[src/rtl/fpcmp_pkg.sv]
package fpcmp_pkg;

  typedef enum logic [1:0] {
    FMT_SGL  = 2'd0,
    FMT_DBL  = 2'd1,
    FMT_PAIR = 2'd2,
    FMT_RSV  = 2'd3
  } fmt_e;

  // Relation of one lane pair, produced by a lane comparator.
  typedef struct packed {
    logic unord;
    logic eq;
    logic lt;
    logic nan;
    logic snan;
  } lane_flags_t;

  // Predicate bits 0..2 select which relations make the result true.
  function automatic logic pred_true(input logic [3:0] p, input lane_flags_t f);
    return (p[0] & f.unord) | (p[1] & f.eq) | (p[2] & f.lt);
  endfunction

  // Predicate bit 3 marks a signalling compare: any NaN is invalid.
  function automatic logic pred_invalid(input logic [3:0] p, input lane_flags_t f);
    return f.snan | (p[3] & f.nan);
  endfunction

endpackage

[src/rtl/fpcmp_lane.sv]
module fpcmp_lane
  import fpcmp_pkg::*;
#(
  parameter int EXP_W = 8,
  parameter int MAN_W = 23
) (
  input  logic [EXP_W+MAN_W:0] a,
  input  logic [EXP_W+MAN_W:0] b,
  input  logic                 abs_mode,
  output lane_flags_t          flags
);
  localparam int W     = 1 + EXP_W + MAN_W;
  localparam int MAG_W = W - 1;

  logic             sign_a, sign_b;
  logic [MAG_W-1:0] mag_a, mag_b;
  logic             nan_a, nan_b, snan_a, snan_b;
  logic             zero_a, zero_b;
  logic             unord, eq, lt, mag_lt, mag_gt;

  always_comb begin
    sign_a = a[W-1] & ~abs_mode;
    sign_b = b[W-1] & ~abs_mode;
    mag_a  = a[MAG_W-1:0];
    mag_b  = b[MAG_W-1:0];
    nan_a  = (&a[W-2:MAN_W]) & (|a[MAN_W-1:0]);
    nan_b  = (&b[W-2:MAN_W]) & (|b[MAN_W-1:0]);
    snan_a = nan_a & ~a[MAN_W-1];
    snan_b = nan_b & ~b[MAN_W-1];
    zero_a = (mag_a == '0);
    zero_b = (mag_b == '0);
    mag_lt = (mag_a < mag_b);
    mag_gt = (mag_b < mag_a);

    unord = nan_a | nan_b;
    eq    = ~unord & ((zero_a & zero_b) | ((sign_a == sign_b) & (mag_a == mag_b)));
    if (unord || eq)
      lt = 1'b0;
    else if (sign_a != sign_b)
      lt = sign_a;
    else if (sign_a)
      lt = mag_gt;
    else
      lt = mag_lt;

    flags.unord = unord;
    flags.eq    = eq;
    flags.lt    = lt;
    flags.nan   = unord;
    flags.snan  = snan_a | snan_b;
  end
endmodule

[src/rtl/fpcmp_cc_bank.sv]
module fpcmp_cc_bank #(
  parameter int CC_N     = 8,
  parameter int CC_IDX_W = $clog2(CC_N)
) (
  input  logic                clk,
  input  logic                rst,
  input  logic                wr_lo,
  input  logic [CC_IDX_W-1:0] idx_lo,
  input  logic                val_lo,
  input  logic                wr_hi,
  input  logic [CC_IDX_W-1:0] idx_hi,
  input  logic                val_hi,
  output logic [CC_N-1:0]     bank
);
  for (genvar i = 0; i < CC_N; i++) begin : g_bit
    always_ff @(posedge clk) begin
      if (rst)
        bank[i] <= 1'b0;
      else if (wr_hi && (idx_hi == CC_IDX_W'(i)))
        bank[i] <= val_hi;
      else if (wr_lo && (idx_lo == CC_IDX_W'(i)))
        bank[i] <= val_lo;
    end
  end
endmodule

[src/rtl/fpcmp_unit.sv]
module fpcmp_unit
  import fpcmp_pkg::*;
#(
  parameter int SGL_EXP = 8,
  parameter int SGL_MAN = 23,
  parameter int DBL_EXP = 11,
  parameter int DBL_MAN = 52,
  parameter int CC_N    = 8
) (
  input  logic                            clk,
  input  logic                            rst,
  input  logic                            in_valid,
  input  logic [DBL_EXP+DBL_MAN:0]        op_a,
  input  logic [DBL_EXP+DBL_MAN:0]        op_b,
  input  logic [1:0]                      fmt,
  input  logic [3:0]                      pred,
  input  logic                            abs_mode,
  input  logic [$clog2(CC_N)-1:0]         cc_idx,
  output logic [CC_N-1:0]                 cc_bank,
  output logic                            invalid
);
  localparam int SGL_W    = 1 + SGL_EXP + SGL_MAN;
  localparam int DBL_W    = 1 + DBL_EXP + DBL_MAN;
  localparam int LANES    = DBL_W / SGL_W;
  localparam int CC_IDX_W = $clog2(CC_N);

  lane_flags_t d_fl;
  lane_flags_t s_fl [LANES];

  fpcmp_lane #(.EXP_W(DBL_EXP), .MAN_W(DBL_MAN)) u_dbl (
    .a(op_a), .b(op_b), .abs_mode(abs_mode), .flags(d_fl)
  );

  for (genvar l = 0; l < LANES; l++) begin : g_sgl
    fpcmp_lane #(.EXP_W(SGL_EXP), .MAN_W(SGL_MAN)) u_sgl (
      .a(op_a[l*SGL_W +: SGL_W]),
      .b(op_b[l*SGL_W +: SGL_W]),
      .abs_mode(abs_mode),
      .flags(s_fl[l])
    );
  end

  lane_flags_t           lo_fl;
  logic                  res_lo, res_hi, inv_lo, inv_hi, inv_next;
  logic                  wr_lo, wr_hi;
  logic [CC_IDX_W-1:0]   idx_hi;

  always_comb begin
    lo_fl    = (fmt == FMT_DBL) ? d_fl : s_fl[0];
    res_lo   = pred_true(pred, lo_fl);
    res_hi   = pred_true(pred, s_fl[1]);
    inv_lo   = pred_invalid(pred, lo_fl);
    inv_hi   = pred_invalid(pred, s_fl[1]);
    wr_lo    = in_valid & (fmt != FMT_RSV);
    wr_hi    = in_valid & (fmt == FMT_PAIR);
    idx_hi   = cc_idx + CC_IDX_W'(1);
    inv_next = inv_lo | ((fmt == FMT_PAIR) & inv_hi);
  end

  fpcmp_cc_bank #(.CC_N(CC_N)) u_bank (
    .clk(clk), .rst(rst),
    .wr_lo(wr_lo), .idx_lo(cc_idx), .val_lo(res_lo),
    .wr_hi(wr_hi), .idx_hi(idx_hi), .val_hi(res_hi),
    .bank(cc_bank)
  );

  always_ff @(posedge clk) begin
    if (rst)
      invalid <= 1'b0;
    else if (wr_lo)
      invalid <= inv_next;
  end

  // reset empties the bank
  assert_reset_clear_R10: assert property (@(posedge clk)
    rst |=> (cc_bank == '0) && !invalid);

  // idle cycles hold state
  assert_idle_hold_R9: assert property (@(posedge clk) disable iff (rst)
    !in_valid |=> $stable(cc_bank) && $stable(invalid));

  // reserved format touches nothing
  assert_reserved_fmt_R9: assert property (@(posedge clk) disable iff (rst)
    (in_valid && fmt == FMT_RSV) |=> $stable(cc_bank) && $stable(invalid));

  // a single-format compare changes at most its own flag
  assert_single_target_R1: assert property (@(posedge clk) disable iff (rst)
    (in_valid && fmt == FMT_SGL) |=>
      (((cc_bank ^ $past(cc_bank)) & ~(CC_N'(1) << $past(cc_idx))) == '0));

  // high lane result lands on the wrapped neighbour flag
  assert_pair_high_R7: assert property (@(posedge clk) disable iff (rst)
    (in_valid && fmt == FMT_PAIR) |=> (cc_bank[$past(idx_hi)] == $past(res_hi)));

  // unordered excludes equal and less in every lane
  assert_unord_excl_R2: assert property (@(posedge clk) disable iff (rst)
    !(d_fl.unord && (d_fl.eq || d_fl.lt)) &&
    !(s_fl[0].unord && (s_fl[0].eq || s_fl[0].lt)) &&
    !(s_fl[1].unord && (s_fl[1].eq || s_fl[1].lt)));

  // signalling predicate on a NaN raises invalid
  assert_sig_nan_R8: assert property (@(posedge clk) disable iff (rst)
    (in_valid && fmt == FMT_SGL && pred[3] && s_fl[0].nan) |=> invalid);

endmodule

[config.mk]
export PLATFORM = sky130hd
export DESIGN_NAME = fpcmp_unit
export DESIGN_NICKNAME = d
export VERILOG_FILES = /design/src/rtl/fpcmp_pkg.sv /design/src/rtl/fpcmp_lane.sv /design/src/rtl/fpcmp_cc_bank.sv /design/src/rtl/fpcmp_unit.sv
export SDC_FILE = /design/constraint.sdc
export NUM_CORES = 1
export LEC_CHECK = 0
export BUFFER_PORTS_ARGS = -buffer_cell sky130_fd_sc_hd__buf_4
export CORE_UTILIZATION = 51
export DETAILED_ROUTE_END_ITERATION = 8
export PLACE_DENSITY = 0.91
export SYNTH_ARGS = -nofsm -noshare
export SYNTH_HDL_FRONTEND = slang
export SYNTH_SLANG_ARGS = --single-unit
[constraint.sdc]
create_clock -name clk -period 7 [get_ports clk]
set_input_delay 1.4 -clock clk [delete_from_list [all_inputs] [get_ports clk]]
set_output_delay 1.4 -clock clk [all_outputs]
set_load 0.01 [all_outputs]
==> results by group, run 1 <==
Floorplanning
  • Die Span Y: 78.48 um
  • Row count: 27
  • Die area: 0.006158 mm^2
  • Starting density of the core: 0.5351
  • Core Box Area: 0.005574 mm^2
  • Die X: 78.48 um
  • # IOs: 150

Drt
  • Initial drt markers: 217
  • Routed WL: 10120 um
  • DRC Markers: 0
  • Met2 routed WL: 4954 um
  • Via count: 4062
  • Routed wire per std cell: 15.15 um
  • Metal1 wirelength: 3933 um
  • Via/cell ratio: 6.081
  • Met3 Wirelength: 917 um
  • Routed Antenna Nets: 0
  • Drt pass-1 iters: 5
  • Top Metal Used: met4

Global route
  • Overflow after GRT: 0
  • Global-route wire length before repair: 16270 um
  • Initial antenna violation count: 0
  • Largest net degree at the start of global routing: 17
  • GR Util All Layers: 0.3247
  • Vias in the first global route: 3921

Synth
  • Synth Area in Simple Gates: 0.3389
  • Adder-cell share of the synthesized area: 0.2768
  • Syn_area_per_cell: 6.688 um^2
  • Main combinational cell family by area after synthesis: simple AND/OR/NAND/NOR gates
  • Cell variety after synth: 47
  • Synth Instances: 446
  • Top FF cell, synth: dfxtp_1
  • Post-synth ARST share: 0
  • Synth warn: 0
  • Compound-cell area share of the yosys netlist: 0.2190
  • Flops & latches, synth: 9
  • Post-synth EDFFs: 0
  • Post-Synthesis Cell Area: 0.002983 mm^2
  • Seq/Total Area, Yosys: 0.06040
  • Synthesized Nets: 653
  • Mux contribution to synthesized area: 0.003356
  • Xor/xnor share of the synthesized area: 0.005872

Power and ir drop
  • Lkg Pwr: 2.149 nW
  • PwrDens: 79.10 mW/mm^2
  • Peak supply drop: 0.00005873 V

Critical path
  • Worst path top cell family by delay: simple AND/OR/NAND/NOR gates
  • Crit Path Category: input port to flip-flop
  • CP bufs+invs: 2
  • Worst stage delay on the critical path: 0.68 ns
  • Data arrival, critical path: 4.14 ns
  • R2r setup slk: 5.93 ns
  • CP required: 7.12 ns
  • CP most frequent cell: nor4_1
  • CP endpoint: u_bank.bank[1]
  • Slowest CP cell: nor4_1
  • Crit. End Element: flip-flop
  • CP Cell Sequence: buf_4 -> inv_1 -> ha_1 -> nand4_1 -> nor4_1 -> nand2_1 -> a31o_2 -> nor4_1 -> o31ai_4 -> a22oi_1 -> a2bb2oi_1 -> a21oi_1
  • Critical R2R Capture: u_bank.bank[6]
  • Worst path depth: 12
  • Worst reg2reg path depth: 4
  • FF-to-FF Start: u_bank.bank[6]
  • Crit path max fanout: 8
  • Crit path from: op_b[58]
  • Crit start category: input port

Cells and area
  • Layout cells sized above 1: 0.2685
  • Fin cells: 668
  • Fillers: 446
  • Final Net Count: 804
  • Multi-input gate area: 0.002517 mm^2
  • Synth-to-layout area growth: 41.65%
  • Storage cell area: 180.2 um^2
  • Diodes inserted: 0
  • Final Util: 0.7580

Placement
  • RD Place Congestion: 0.9422
  • Dpl ws: 2.739 ns
  • Placed Cells: 664
  • Detailed Place HPWL: 8859 um
  • I/O Buffers: 149

Min path
  • HP Start: invalid
  • Worst hold-check path type: flip-flop to flip-flop

STA
  • Setup violators final: 0
  • Min Tclk post-route: 4.016 ns
  • RSZ-0062 raised after global routing: false
  • Max Clock Freq: 249.0 MHz
  • Slew HR: 0.4721
  • Final period util: 0.5738
  • Final Max Tran Viols: 0
  • Worst clock skew: 0 ns
  • Worst Slack Setup Final: 2.984 ns
  • Final setup TNS: 0 ns
  • Worst Tran Pin Value: 0.7902 ns
  • Final Hold Fails: 0

CTS
  • # resized after CTS: 0
  • Clk buf depth: 2
  • CTS tree: yes
  • Clk slew on worst S/H paths: 0.05 ns
  • Post-CTS setup repair buffer count: 0
  • Clk_lat worst skew: 0.24 ns
  • Clk root buf: clkbuf_8
  • Cts hold-fix bufs: 0
  • Clk sinks: 9
  • H-tree depth: 1
  • CTS buffer count: 3

Flow run
  • MaxCap Viol Count: 0

Run status
  • Status: completed
[sequential cells by signal, indices dropped and copies added (netlist names)]
signal       count
invalid          1
u_bank.bank      8
[report_power, final]
group          switching [mW]  leakage (nW)  total (mW)  internal, mW
combinational           0.106          2.05       0.214         0.107
sequential            0.00219        0.0733      0.0563        0.0541
clock                  0.0241        0.0228      0.0641        0.0400
total                   0.133          2.15       0.334         0.201
[worst min-delay path, cell delays in order, from the launching register on]
cell	delay, ns
dfxtp_1	0.31
nor2_1	0.09
a211oi_1	0.05
[cell usage after synthesis, types with 6 or more instances]
| cell | number | share of area |
|---|---|---|
| a21o_1 | 6 | 0.015 |
| nand4_1 | 33 | 0.069 |
| nor3_1 | 15 | 0.025 |
| ha_1 | 66 | 0.28 |
| nand3_1 | 13 | 0.022 |
| nor2_1 | 23 | 0.029 |
| nor4_1 | 31 | 0.065 |
| dfxtp_1 | 9 | 0.060 |
| inv_1 | 73 | 0.092 |
| o21ai_0 | 27 | 0.045 |
| a31oi_1 | 6 | 0.013 |
| nand2_1 | 44 | 0.055 |
| a21oi_1 | 37 | 0.062 |
| or4_1 | 6 | 0.015 |
[layout make-up]
type,count,area share
Sequential cell,9,0.04264
Multi-Input combinational cell,361,0.5958
Tap cell,72,0.02132
Timing Repair Buffer,149,0.2647
Clock buffer,4,0.01066
Inverter,73,0.06485
[cell usage in the layout, fill, tap and decap left out, drive strengths merged, types with 2 or more instances in the layout]
| cell type | synthesis | routed |
|---|---|---|
| nand2b | 2 | 2 |
| or4 | 6 | 6 |
| ha | 66 | 66 |
| o21ai | 28 | 28 |
| and2 | 4 | 4 |
| a21o | 6 | 6 |
| a311oi | 4 | 4 |
| a211oi | 2 | 2 |
| nand4 | 34 | 34 |
| inv | 73 | 73 |
| nand2 | 45 | 45 |
| nor2b | 4 | 4 |
| a21oi | 37 | 37 |
| nand3 | 13 | 13 |
| nand3b | 5 | 5 |
| dfxtp | 9 | 9 |
| a31oi | 6 | 6 |
| clkbuf | 2 | 4 |
| a221oi | 3 | 3 |
| o211ai | 2 | 2 |
| nor2 | 23 | 23 |
| o31ai | 2 | 2 |
| nor4 | 32 | 32 |
| nor3 | 16 | 16 |
| buf | 1 | 149 |
| a211o | 2 | 2 |
| a22oi | 4 | 4 |
| xor2 | 2 | 2 |
| o22ai | 2 | 2 |
[cell families (layout without fill, tap and decap cells)]
group | after synthesis | count (layout)
XOR/XNOR | 2 | 2
buffers and inverters | 76 | 226
flip-flops | 9 | 9
AO/OA/AOI/OAI | 104 | 104
multiplexers | 1 | 1
AND/OR/NAND/NOR | 188 | 188
adder cells (fa/ha/maj) | 66 | 66
[through the flow]
step                hold slack (ns)  power, mW  instance area, um^2
finish                       0.5017     0.3342                 4225
global route                 0.5455     0.3629                 4225
CTS                          0.5094     0.3317                 4225
detailed placement           0.5027     0.2672                 4180
global placement             0.4963     0.2595                 4180
floorplan                    0.5202     0.1582                 2983
[worst min path at each step]
stage	end	slack [ns]	depth (start not counted)
3_5_place_dp	invalid	0.50	2
2_1_floorplan	invalid	0.52	2
5_1_grt	invalid	0.55	2
6_report	invalid	0.50	2
4_1_cts	invalid	0.51	2
3_3_place_gp	invalid	0.50	2
[metal layers]
layer  up-vias  GRT usage
met5         -          0
met4         0     0.1444
met3        38    0.06512
met2       239     0.6158
met1      1809     0.3416
li1       1976          -
(Power assumes the default switching activity.)
==> inputs of run 2 (changes only) <==
- ABC_AREA: unset -> 1
- CORE_UTILIZATION: 51 -> 45
- PLACE_DENSITY: 0.91 -> 0.82
- clock period: 7 -> 3.5 ns (I/O delays scaled with it)
==> results by group, run 2 <==
Placement
  • Placed Cells: 893
  • RD Place Congestion: 0.8918
  • Detailed Place HPWL: 9218 um
  • Dpl ws: 0.7862 ns
  • I/O Buffers: 149
  • Placement Cell Area: 0.004757 mm^2

CTS
  • Clk sinks: 9
  • Clk buf depth: 2
  • CTS tree: yes
  • Post-CTS setup repair buffer count: 0
  • CTS buffer count: 3
  • # resized after CTS: 0
  • Cts hold-fix bufs: 0
  • Clk_lat worst skew: 0.23 ns
  • H-tree depth: 1
  • Clk slew on worst S/H paths: 0.04 ns
  • Clk root buf: clkbuf_8

Floorplanning
  • Core Box Area: 0.007408 mm^2
  • # IOs: 150
  • Starting density of the core: 0.4749
  • Die area: 0.008176 mm^2
  • Die X: 90.42 um
  • Die Span Y: 90.42 um
  • Row count: 31

Flow run
  • MaxCap Viol Count: 0

Drt
  • DRC Markers: 0
  • Via/cell ratio: 4.955
  • Drt pass-1 iters: 5
  • Initial drt markers: 150
  • Routed Antenna Nets: 0
  • Routed WL: 10310 um
  • Via count: 4445
  • Routed wire per std cell: 11.49 um

Cells and area
  • Diodes inserted: 0
  • Most frequent cells in the layout: nand2_1 (167), buf_4 (149), nor2_1 (124)
  • Largest regs: u_bank.bank (8), invalid (1)
  • Largest Register: u_bank.bank
  • Fillers: 735
  • Final Net Count: 1006
  • Finished Cell Area: 0.004802 mm^2
  • Layout cells sized above 1: 0.2481
  • Commonest non-fill, non-tap cell in the layout: nand2_1
  • Synth-to-layout area growth: 36.49%
  • Number of flip-flops in the largest register: 8
  • Fin cells: 897

STA
  • Max Clock Freq: 405.0 MHz
  • Worst clock skew: 0 ns
  • Min Tclk post-route: 2.469 ns
  • Worst Tran Pin Value: 0.4216 ns
  • Slew HR: 0.7181
  • Setup violators final: 0
  • RSZ-0062 raised after global routing: false
  • Final Max Tran Viols: 0
  • Fin Hold WS: 0.6034 ns
  • Final setup TNS: 0 ns
  • Final Hold Fails: 0
  • Worst Slack Setup Final: 1.031 ns
  • Final period util: 0.7055

Critical path
  • Crit path max fanout: 8
  • Crit Path Category: input port to flip-flop
  • Slowest CP cell: ha_1
  • Worst stage delay on the critical path: 0.32 ns
  • Crit start category: input port
  • CP required: 3.62 ns
  • CP Cell Sequence: buf_4 -> inv_1 -> ha_1 -> nand4_1 -> nor2_1 -> nand2_1 -> inv_2 -> nand3_1 -> or2_0 -> nand2_1 -> nand2_1 -> nand2_1 -> nand2_1 -> nand2_2 -> nand3_1 -> nand2_1 -> a21oi_2
  • Data arrival, critical path: 2.59 ns
  • Crit. End Element: flip-flop
  • CP most frequent cell: nand2_1

Global route
  • Largest net degree at the start of global routing: 10
  • Overflow after GRT: 0
  • Vias in the first global route: 4414
  • Global-route wire length before repair: 17730 um
  • Initial antenna violation count: 0
  • GR Util All Layers: 0.2505

Synth
  • Synth Instances: 646
  • Compound-cell area share of the yosys netlist: 0.1038
  • Top-count cell post-synth: nand2_1
  • Synthesized Nets: 853
  • Adder-cell share of the synthesized area: 0.2347
  • Post-synth EDFFs: 0
  • Post-synth ARST share: 0
  • Yosys top cell by area: ha_1
  • Main combinational cell family by area after synthesis: simple AND/OR/NAND/NOR gates
  • Seq/Total Area, Yosys: 0.05121
  • Synth Area in Simple Gates: 0.4687
  • Mux contribution to synthesized area: 0
  • Cell variety after synth: 32
  • Top FF cell, synth: dfxtp_1
  • Synth top area cells: ha_1 (23%), nand2_1 (18%), nor2_1 (13%)
  • Flops & latches, synth: 9
  • Post-Synthesis Cell Area: 0.003518 mm^2
  • Top cells by count, synth: nand2_1 (167), nor2_1 (124), inv_1 (120)
  • Xor/xnor share of the synthesized area: 0.002489
  • Top cell type's share of synthesized area: 0.2347
  • Synth warn: 0
  • Syn_area_per_cell: 5.446 um^2

Power and ir drop
  • Peak supply drop: 0.0001488 V
  • Lkg Pwr: 2.719 nW
  • PwrDens: 141.4 mW/mm^2

Run status
  • Status: completed

Min path
  • Worst hold-check path type: flip-flop to flip-flop
-- run 2: cells by family (layout without fill, tap and decap cells) --
| family | count (synthesis) | in the layout |
|---|---|---|
| xor gates and xnor gates | 1 | 1 |
| buffers and inverters | 130 | 282 |
| adders and majority gates | 66 | 66 |
| and+or+nand+nor | 385 | 385 |
| DFF | 9 | 9 |
| AOI/OAI and AO/OA | 55 | 55 |
-- run 2: per-layer routing --
| layer | part of all wire | wire length, um | GRT usage |
|---|---|---|---|
| met5 | 0 | 0 | 0 |
| met4 | 0.019 | 195 | 0.06452 |
| met3 | 0.042 | 430 | 0.02946 |
| met2 | 0.51 | 5236 | 0.4975 |
| met1 | 0.43 | 4448 | 0.2768 |
-- run 2: worst max-delay path, delay by kind of cell --
family | cells | cell delay [ns]
simple gates | 12 | 1.29
buf+inv | 3 | 0.22
fa+ha+maj | 1 | 0.32
compound gates | 1 | 0.05
-- run 2: layout make-up --
| cell class | instances | area, um^2 | area share |
|---|---|---|---|
| tap | 99 | 123.9 | 0.02579 |
| sequential | 9 | 180.2 | 0.03752 |
| inverter | 129 | 485.5 | 0.1011 |
| clock buffer | 4 | 45.04 | 0.009380 |
| multi-input combinational | 507 | 2849 | 0.5933 |
| timing repair buffer | 149 | 1119 | 0.2329 |
-- run 2: final timing paths --
kind                        from             end  slack [ns]  cells past startpoint
setup reg to reg  u_bank.bank[7]  u_bank.bank[7]        2.71                      4
setup / recovery        op_b[30]  u_bank.bank[5]        1.03                     17
hold / removal    u_bank.bank[2]  u_bank.bank[2]        0.60                      4
hold reg to reg   u_bank.bank[2]  u_bank.bank[2]        0.60                      4
-- run 2: stage by stage --
step | total power, mW | util
after floorplan | 0.3444 | -
after CTS | 0.6782 | 0.6482
after global placement | 0.5428 | 0.6421
after global routing | 0.7481 | 0.6482
after detailed placement | 0.5561 | 0.6421
final | 0.6791 | 0.6482
-- run 2: report_power, final --
group | total, mW | switching, mW | internal, mW
Clock | 0.123 | 0.0432 | 0.0796
Sequential | 0.110 | 0.00276 | 0.107
Combinational | 0.447 | 0.231 | 0.216
